**config.mk**
```make
export PLATFORM = sky130hd
export DESIGN_NAME = cfg_hdr_bank
export DESIGN_NICKNAME = d
export VERILOG_FILES = /design/src/rtl/cfg_hdr_pkg.sv /design/src/rtl/cfg_field_reg.sv /design/src/rtl/cfg_key_lock.sv /design/src/rtl/cfg_settle_timer.sv /design/src/rtl/cfg_hdr_bank.sv
export SDC_FILE = /design/constraint.sdc
export NUM_CORES = 1
export LEC_CHECK = 0
export BUFFER_PORTS_ARGS = -buffer_cell sky130_fd_sc_hd__buf_2
export CAP_MARGIN = 25
export CORE_UTILIZATION = 51
export CTS_CLUSTER_DIAMETER = 100
export DETAILED_ROUTE_END_ITERATION = 8
export GPL_TIMING_DRIVEN = 1
export PLACE_DENSITY = 0.76
export SLEW_MARGIN = 20
export SYNTH_ARGS = -nofsm -noshare
export SYNTH_HDL_FRONTEND = slang
export SYNTH_SLANG_ARGS = --single-unit
```
**constraint.sdc**
```tcl
create_clock -name clk -period 1.6 [get_ports clk]
set_input_delay 0.32 -clock clk [delete_from_list [all_inputs] [get_ports clk]]
set_output_delay 0.32 -clock clk [all_outputs]
set_load 0.01 [all_outputs]
```
**src/rtl/cfg_hdr_pkg.sv**
```systemverilog
// Shared constants for the configuration register bank: word indices,
// the unlock key and the reset images of the fixed fields.
package cfg_hdr_pkg;
    localparam int          W_ID      = 0;
    localparam int          W_CMD     = 1;
    localparam int          W_CLASS   = 2;
    localparam int          W_MISC    = 3;
    localparam int          W_BAR     = 4;
    localparam int          W_SSYS    = 5;
    localparam int          W_LIMIT   = 6;
    localparam int          W_SETUP   = 7;
    localparam int          W_KEY     = 8;
    localparam logic [7:0]  UNLOCK_KEY = 8'hCA;
    localparam logic [31:0] ID_WORD    = 32'h5406_1131;
    localparam logic [15:0] STATUS_VAL = 16'h0290;
    localparam int          MODE_BIT   = 1;
endpackage

```
**src/rtl/cfg_field_reg.sv**
```systemverilog
// Byte-strobed storage for one writable field of NBYTES bytes.
// Assumes the caller has already gated 'we' with every write permission.
module cfg_field_reg #(
    parameter int                 NBYTES = 2,
    parameter logic [NBYTES*8-1:0] RESET = '0
) (
    input  logic                clk,
    input  logic                rst_n,
    input  logic                we,
    input  logic [NBYTES-1:0]   be,
    input  logic [NBYTES*8-1:0] d,
    output logic [NBYTES*8-1:0] q
);
    for (genvar b = 0; b < NBYTES; b++) begin : g_byte
        // Update one byte lane when the write is allowed and its strobe is set.
        always_ff @(posedge clk) begin
            if (!rst_n)
                q[b*8 +: 8] <= RESET[b*8 +: 8];
            else if (we && be[b])
                q[b*8 +: 8] <= d[b*8 +: 8];
        end
    end
endmodule

```
**src/rtl/cfg_key_lock.sv**
```systemverilog
// One self-closing lock: opens on a matching key byte, closes when the
// guarded group is written. A close and an open never coincide in the
// same cycle, because they come from different word indices.
module cfg_key_lock #(
    parameter logic [7:0] KEY = 8'hCA
) (
    input  logic       clk,
    input  logic       rst_n,
    input  logic       key_we,
    input  logic [7:0] key_byte,
    input  logic       relock,
    output logic       open
);
    // Track the lock state; a close request wins over a key.
    always_ff @(posedge clk) begin
        if (!rst_n)
            open <= 1'b0;
        else if (relock)
            open <= 1'b0;
        else if (key_we && key_byte == KEY)
            open <= 1'b1;
    end
endmodule

```
**src/rtl/cfg_settle_timer.sv**
```systemverilog
// Down-counter that holds 'settled' low for CYCLES edges after each start.
// Assumes CYCLES >= 1.
module cfg_settle_timer #(
    parameter int CYCLES = 10
) (
    input  logic clk,
    input  logic rst_n,
    input  logic start,
    output logic settled
);
    localparam int CW = $clog2(CYCLES + 1);
    localparam logic [CW-1:0] LOAD = CW'(CYCLES);

    logic [CW-1:0] cnt;

    // Reload on start, otherwise count down to zero and hold there.
    always_ff @(posedge clk) begin
        if (!rst_n)
            cnt <= '0;
        else if (start)
            cnt <= LOAD;
        else if (cnt != '0)
            cnt <= cnt - 1'b1;
    end

    assign settled = (cnt == '0);
endmodule

```
**src/rtl/cfg_hdr_bank.sv**
```systemverilog
// Configuration header register bank. Decodes host writes to word
// indices, applies the mode-bit, key-lock and write-once gates per field,
// and returns read data combinationally. Assumes one access per cycle.
module cfg_hdr_bank
    import cfg_hdr_pkg::*;
#(
    parameter int ADDR_W        = 4,
    parameter int SETTLE_CYCLES = 10,
    parameter int BAR_LSB       = 21
) (
    input  logic              clk,
    input  logic              rst_n,
    input  logic              wr_en,
    input  logic [ADDR_W-1:0] addr,
    input  logic [31:0]       wdata,
    input  logic [3:0]        wstrb,
    output logic [31:0]       rdata,
    output logic [31:0]       base_addr,
    output logic              base_addr_stable
);
    localparam logic [31:0] BAR_MASK = ~((32'd1 << BAR_LSB) - 32'd1);

    logic        hit_cmd, hit_class, hit_misc, hit_bar;
    logic        hit_ssys, hit_limit, hit_setup, hit_key;
    logic        open_a, open_b, mode_en, class_done;
    logic        we_cmd, we_class, we_misc, we_bar, we_ssys, we_limit, we_setup;
    logic [15:0] cmd_q, misc_q, limit_q;
    logic [23:0] class_q;
    logic [31:0] bar_q, ssys_q;
    logic [7:0]  setup_q;

    // Decode which word the current write addresses.
    always_comb begin
        hit_cmd   = wr_en && (addr == ADDR_W'(W_CMD));
        hit_class = wr_en && (addr == ADDR_W'(W_CLASS));
        hit_misc  = wr_en && (addr == ADDR_W'(W_MISC));
        hit_bar   = wr_en && (addr == ADDR_W'(W_BAR));
        hit_ssys  = wr_en && (addr == ADDR_W'(W_SSYS));
        hit_limit = wr_en && (addr == ADDR_W'(W_LIMIT));
        hit_setup = wr_en && (addr == ADDR_W'(W_SETUP));
        hit_key   = wr_en && (addr == ADDR_W'(W_KEY));
    end

    assign mode_en = setup_q[MODE_BIT];

    // Combine each field's permission gate with its decode.
    always_comb begin
        we_cmd   = hit_cmd   && mode_en;
        we_misc  = hit_misc  && mode_en;
        we_bar   = hit_bar   && mode_en;
        we_ssys  = hit_ssys  && open_a;
        we_limit = hit_limit && open_b;
        we_setup = hit_setup && open_b;
        we_class = hit_class && open_b && !class_done;
    end

    cfg_key_lock #(.KEY(UNLOCK_KEY)) u_lock_a (
        .clk(clk), .rst_n(rst_n), .key_we(hit_key && wstrb[1]),
        .key_byte(wdata[15:8]), .relock(hit_ssys), .open(open_a)
    );

    cfg_key_lock #(.KEY(UNLOCK_KEY)) u_lock_b (
        .clk(clk), .rst_n(rst_n), .key_we(hit_key && wstrb[0]),
        .key_byte(wdata[7:0]), .relock(hit_setup), .open(open_b)
    );

    // Latch that the class code has taken its single write.
    always_ff @(posedge clk) begin
        if (!rst_n)
            class_done <= 1'b0;
        else if (we_class)
            class_done <= 1'b1;
    end

    cfg_field_reg #(.NBYTES(2)) u_cmd (
        .clk(clk), .rst_n(rst_n), .we(we_cmd), .be(wstrb[1:0]),
        .d(wdata[15:0]), .q(cmd_q)
    );
    cfg_field_reg #(.NBYTES(3)) u_class (
        .clk(clk), .rst_n(rst_n), .we(we_class), .be(wstrb[3:1]),
        .d(wdata[31:8]), .q(class_q)
    );
    cfg_field_reg #(.NBYTES(2)) u_misc (
        .clk(clk), .rst_n(rst_n), .we(we_misc), .be(wstrb[1:0]),
        .d(wdata[15:0]), .q(misc_q)
    );
    cfg_field_reg #(.NBYTES(4)) u_bar (
        .clk(clk), .rst_n(rst_n), .we(we_bar), .be(wstrb),
        .d(wdata), .q(bar_q)
    );
    cfg_field_reg #(.NBYTES(4)) u_ssys (
        .clk(clk), .rst_n(rst_n), .we(we_ssys), .be(wstrb),
        .d(wdata), .q(ssys_q)
    );
    cfg_field_reg #(.NBYTES(2)) u_limit (
        .clk(clk), .rst_n(rst_n), .we(we_limit), .be(wstrb[1:0]),
        .d(wdata[15:0]), .q(limit_q)
    );
    cfg_field_reg #(.NBYTES(1)) u_setup (
        .clk(clk), .rst_n(rst_n), .we(we_setup), .be(wstrb[0]),
        .d(wdata[7:0]), .q(setup_q)
    );

    cfg_settle_timer #(.CYCLES(SETTLE_CYCLES)) u_settle (
        .clk(clk), .rst_n(rst_n), .start(we_bar), .settled(base_addr_stable)
    );

    assign base_addr = bar_q & BAR_MASK;

    // Select read data for the addressed word; key and unmapped words read 0.
    always_comb begin
        rdata = '0;
        case (addr)
            ADDR_W'(W_ID):    rdata = ID_WORD;
            ADDR_W'(W_CMD):   rdata = {STATUS_VAL, cmd_q};
            ADDR_W'(W_CLASS): rdata = {class_q, 8'h00};
            ADDR_W'(W_MISC):  rdata = {16'h0000, misc_q};
            ADDR_W'(W_BAR):   rdata = base_addr;
            ADDR_W'(W_SSYS):  rdata = ssys_q;
            ADDR_W'(W_LIMIT): rdata = {16'h0000, limit_q};
            ADDR_W'(W_SETUP): rdata = {24'h000000, setup_q};
            default:          rdata = '0;
        endcase
    end
endmodule

```
==> impl_metrics.tcl <==
set metrics [dict create \
    track_usage_pct 32.1 \
    arrival_ns 1.43 \
    worstPathRequired_ns 1.28 \
    period_needed_ns 1.75 \
    area_growth_syn_to_layout_pct 34.2 \
    finalWorstSetupSlack_ns -0.155 \
    path_clk_slew_ns 0.06 \
    ys_warn_count 0 \
    core-area_mm2 0.0126 \
    port_buffers 86 \
    dr.first_iter.drc_count 654 \
    grt_setup_unrepaired "yes" \
    whs_endpoint "u_class.q[8]$_SDFFE_PN0P_" \
    layout.cells.non_filler 1119 \
    dieArea_mm2 0.0134 \
    use_met3_pct 6.69 \
    rows 41 \
    ir_drop_v 0.000737 \
    gr-usage-met1_pct 40.8 \
    htree_levels 4 \
    grtUsageMet2_pct 53.3 \
    holdPathStages 3 \
    drtPass1Iterations 5 \
    holdCritPathClass "in2reg" \
    cts_sinks 130 \
    p_leak_nw 3.49 \
    worstHoldStart "wdata[16]" \
    cts_tree "done" \
    synth_seq_area_share_pct 39.5 \
    min_period_over_period_pct 110 \
    ios 108 \
    timing_worst_setup_path_type "in2out" \
    hold_viol 0 \
    stdcell_area_mm2 0.00884 \
    grt_pass1_wl_um 33000 \
    ys_ff_latch 130 \
    hold_buffers 0 \
    antennaDiodeCount 0 \
    cts_root_buf "clkbuf_16" \
    status "finished with violations" \
    first_global_vias 6444 \
    globalplace.congestion 0.857 \
    multiInputGateArea_mm2 0.00378 \
    postRouteWirelength_um 21700 \
    dp_hpwl_um 13500 \
    worstRegToRegCells 4 \
    placedCellCount 1061 \
    hold_ws_ns 0.167 \
    worstSetupStartpointType "primary input" \
    r2r_slack_ns 0.09 \
    avgSynthCellArea_um2 8.22 \
    synth_cell_types 54 \
    max_freq_mhz 570 \
    drcViolationCount 0 \
    regArea_mm2 0.00263 \
    syn_inst 801 \
    synth_edf_count 0 \
    cts_buffers 17 \
    p_per_area_mw_per_mm2 891 \
    grt_overflow 0 \
    final_layout_size_suffix_gt1_share_pct 31.6 \
    fillerInstances 966 \
    cp-end-kind "primary output" \
    fin_skew_ns 0.00677 \
    vias 6878 \
    antenna_found_initial 0 \
    regToRegEndpoint "u_ssys.q[21]$_SDFFE_PN0P_" \
    maxCapViolCount 0 \
    r2r-start "u_lock_a.open$_SDFFE_PP0P_" \
    setup_viol 30 \
    cp_max_fo 5 \
    synth_async_sr_flop_share_pct 0 \
    finalMaxSlewViolations 0 \
    num-nets-final 977 \
    top_usage_layer "met2" \
    clock_latency_ns 0.42 \
    netlist_area_mm2 0.00658 \
    wl_per_cell_um 19.4 \
    clock_path_buffers 2 \
    start_util_pct 52.2 \
    synth-main-ff-cell "dfxtp_1" \
    die_h_um 116 \
    die_w_um 116 \
    antenna_left 0 \
    fin_tns_setup_ns -2.54 \
    grt_start_max_net_pins 40 \
    violations "negative setup slack" \
    viasPerCell 6.15 \
    placed_cell_area_mm2 0.00754 \
]
## flip-flops by register name, summed over array words and instances (netlist names), 4 cells and up
name and cells:
u_cmd.q 16, u_setup.q 8, u_limit.q 16, u_misc.q 16, u_class.q 24, u_bar.q 11
u_settle.cnt 4, u_ssys.q 32
## how the worst max path moves through the flow
stage                     slack (ns)                startpoint   endpoint
after CTS                      -0.19  u_ssys.q[8]$_SDFFE_PN0P_   rdata[8]
after global placement         -0.30                   addr[2]  rdata[15]
after global routing           -0.20                   addr[1]  rdata[28]
after detailed placement       -0.29                   addr[0]   rdata[4]
after floorplan                -0.06                   addr[0]  rdata[21]
final                          -0.15                   addr[1]  rdata[28]
## per-stage QoR
| step | power [mW] | worst slack [ns] | utilization [%] |
|---|---|---|---|
| finish | 7.88 | -0.155 | 70.0 |
| global route | 8.08 | -0.205 | 70.0 |
| CTS | 7.84 | -0.188 | 68.4 |
| detailed placement | 3.90 | -0.286 | 59.8 |
| global placement | 3.90 | -0.298 | 59.8 |
| floorplan | 3.66 | -0.0588 | - |
## metal layers
metal / up-vias / wire [um]
met5: - / 0
met4: 0 / 697
met3: 67 / 1810
met2: 380 / 10400
met1: 3282 / 8790
li1: 3149 / -
## cells in the mapped netlist, drive strengths merged, types with 2 or more instances
cell type,count,area [um^2]
nor4b,5,80.1
o221ai,5,43.8
and3b,13,114
nor2,7,26.3
nor4bb,3,30.0
nand2b,3,18.8
a21oi,100,500
nand3b,8,60.1
a221o,3,30.0
clkbuf,40,151
mux2i,48,480
a41oi,2,17.5
o22ai,2,12.5
nor3b,3,32.5
mux2,6,67.6
buf,58,392
nor2b,3,18.8
a32oi,3,26.3
nand2,94,353
and3,10,62.6
o21ai,100,500
and4bb,3,37.5
nand4bb,7,78.8
o21ba,2,20.0
and4b,2,20.0
nand3,84,420
inv,4,15.0
a22oi,14,105
a31oi,4,25.0
o211ai,4,30.0
a22o,2,17.5
nand4,13,81.3
dfxtp,130,2600
nor3,5,25.0
## cell usage in the layout, fill, tap and decap left out, types with 5 or more instances in the layout
master     instances
dfxtp_2           16
clkbuf_1           8
o221ai_2           5
nand2_1           90
nand3b_1           8
and3_1             9
conb_1            21
o21ai_0           78
o21ai_1           19
nand4bb_1          7
a22oi_2           14
buf_4             72
nand4_1           13
clkbuf_16         17
buf_6             15
dfxtp_1          112
nor2_1             5
mux2i_1           48
nand3_1           81
and3b_1           12
buf_12            17
a21oi_1           96
buf_2             80
## where the power goes
group	internal (mW)	switching (mW)	total [mW]
clock	2.53	1.35	3.88
sequential	3.24	0.00000454	3.24
combinational	0.322	0.438	0.760
## worst max-delay path, stage by stage
cell	delay, ns
buf_12	0.10
buf_8	0.12
buf_6	0.10
clkinvlp_4	0.16
buf_4	0.19
o21ai_1	0.19
nand2_1	0.10
buf_2	0.15
## area by class of cell
type,count,share of cell area [%]
well taps,172,2.44
inverters,4,0.212
multi-input cells,590,42.8
clock inverters,5,1.13
flip-flops and latches,130,29.8
clock buffers,27,5.47
repair buffers,191,18.2
## repair_timing
| action | in CTS | in global routing |
|---|---|---|
| endpoints found under the setup margin | 33 | 33 |
| cloned | 7 | 0 |
| pin swaps | 30 | 29 |
| resized for setup | 83 | 40 |
| setup buffers | 14 | 5 |
## cell families (layout without fill, tap and decap cells)
group           count (synthesis)  count (layout)  synth area share [%]
compound gates                246             246                  20.8
other cells                     1              21                0.0570
buf+inv                       102             227                  8.48
mux                            54              54                  8.32
simple gates                  268             269                  22.8
flops                         130             130                  39.5
No activity file was read; power rests on OpenSTA's default activity.
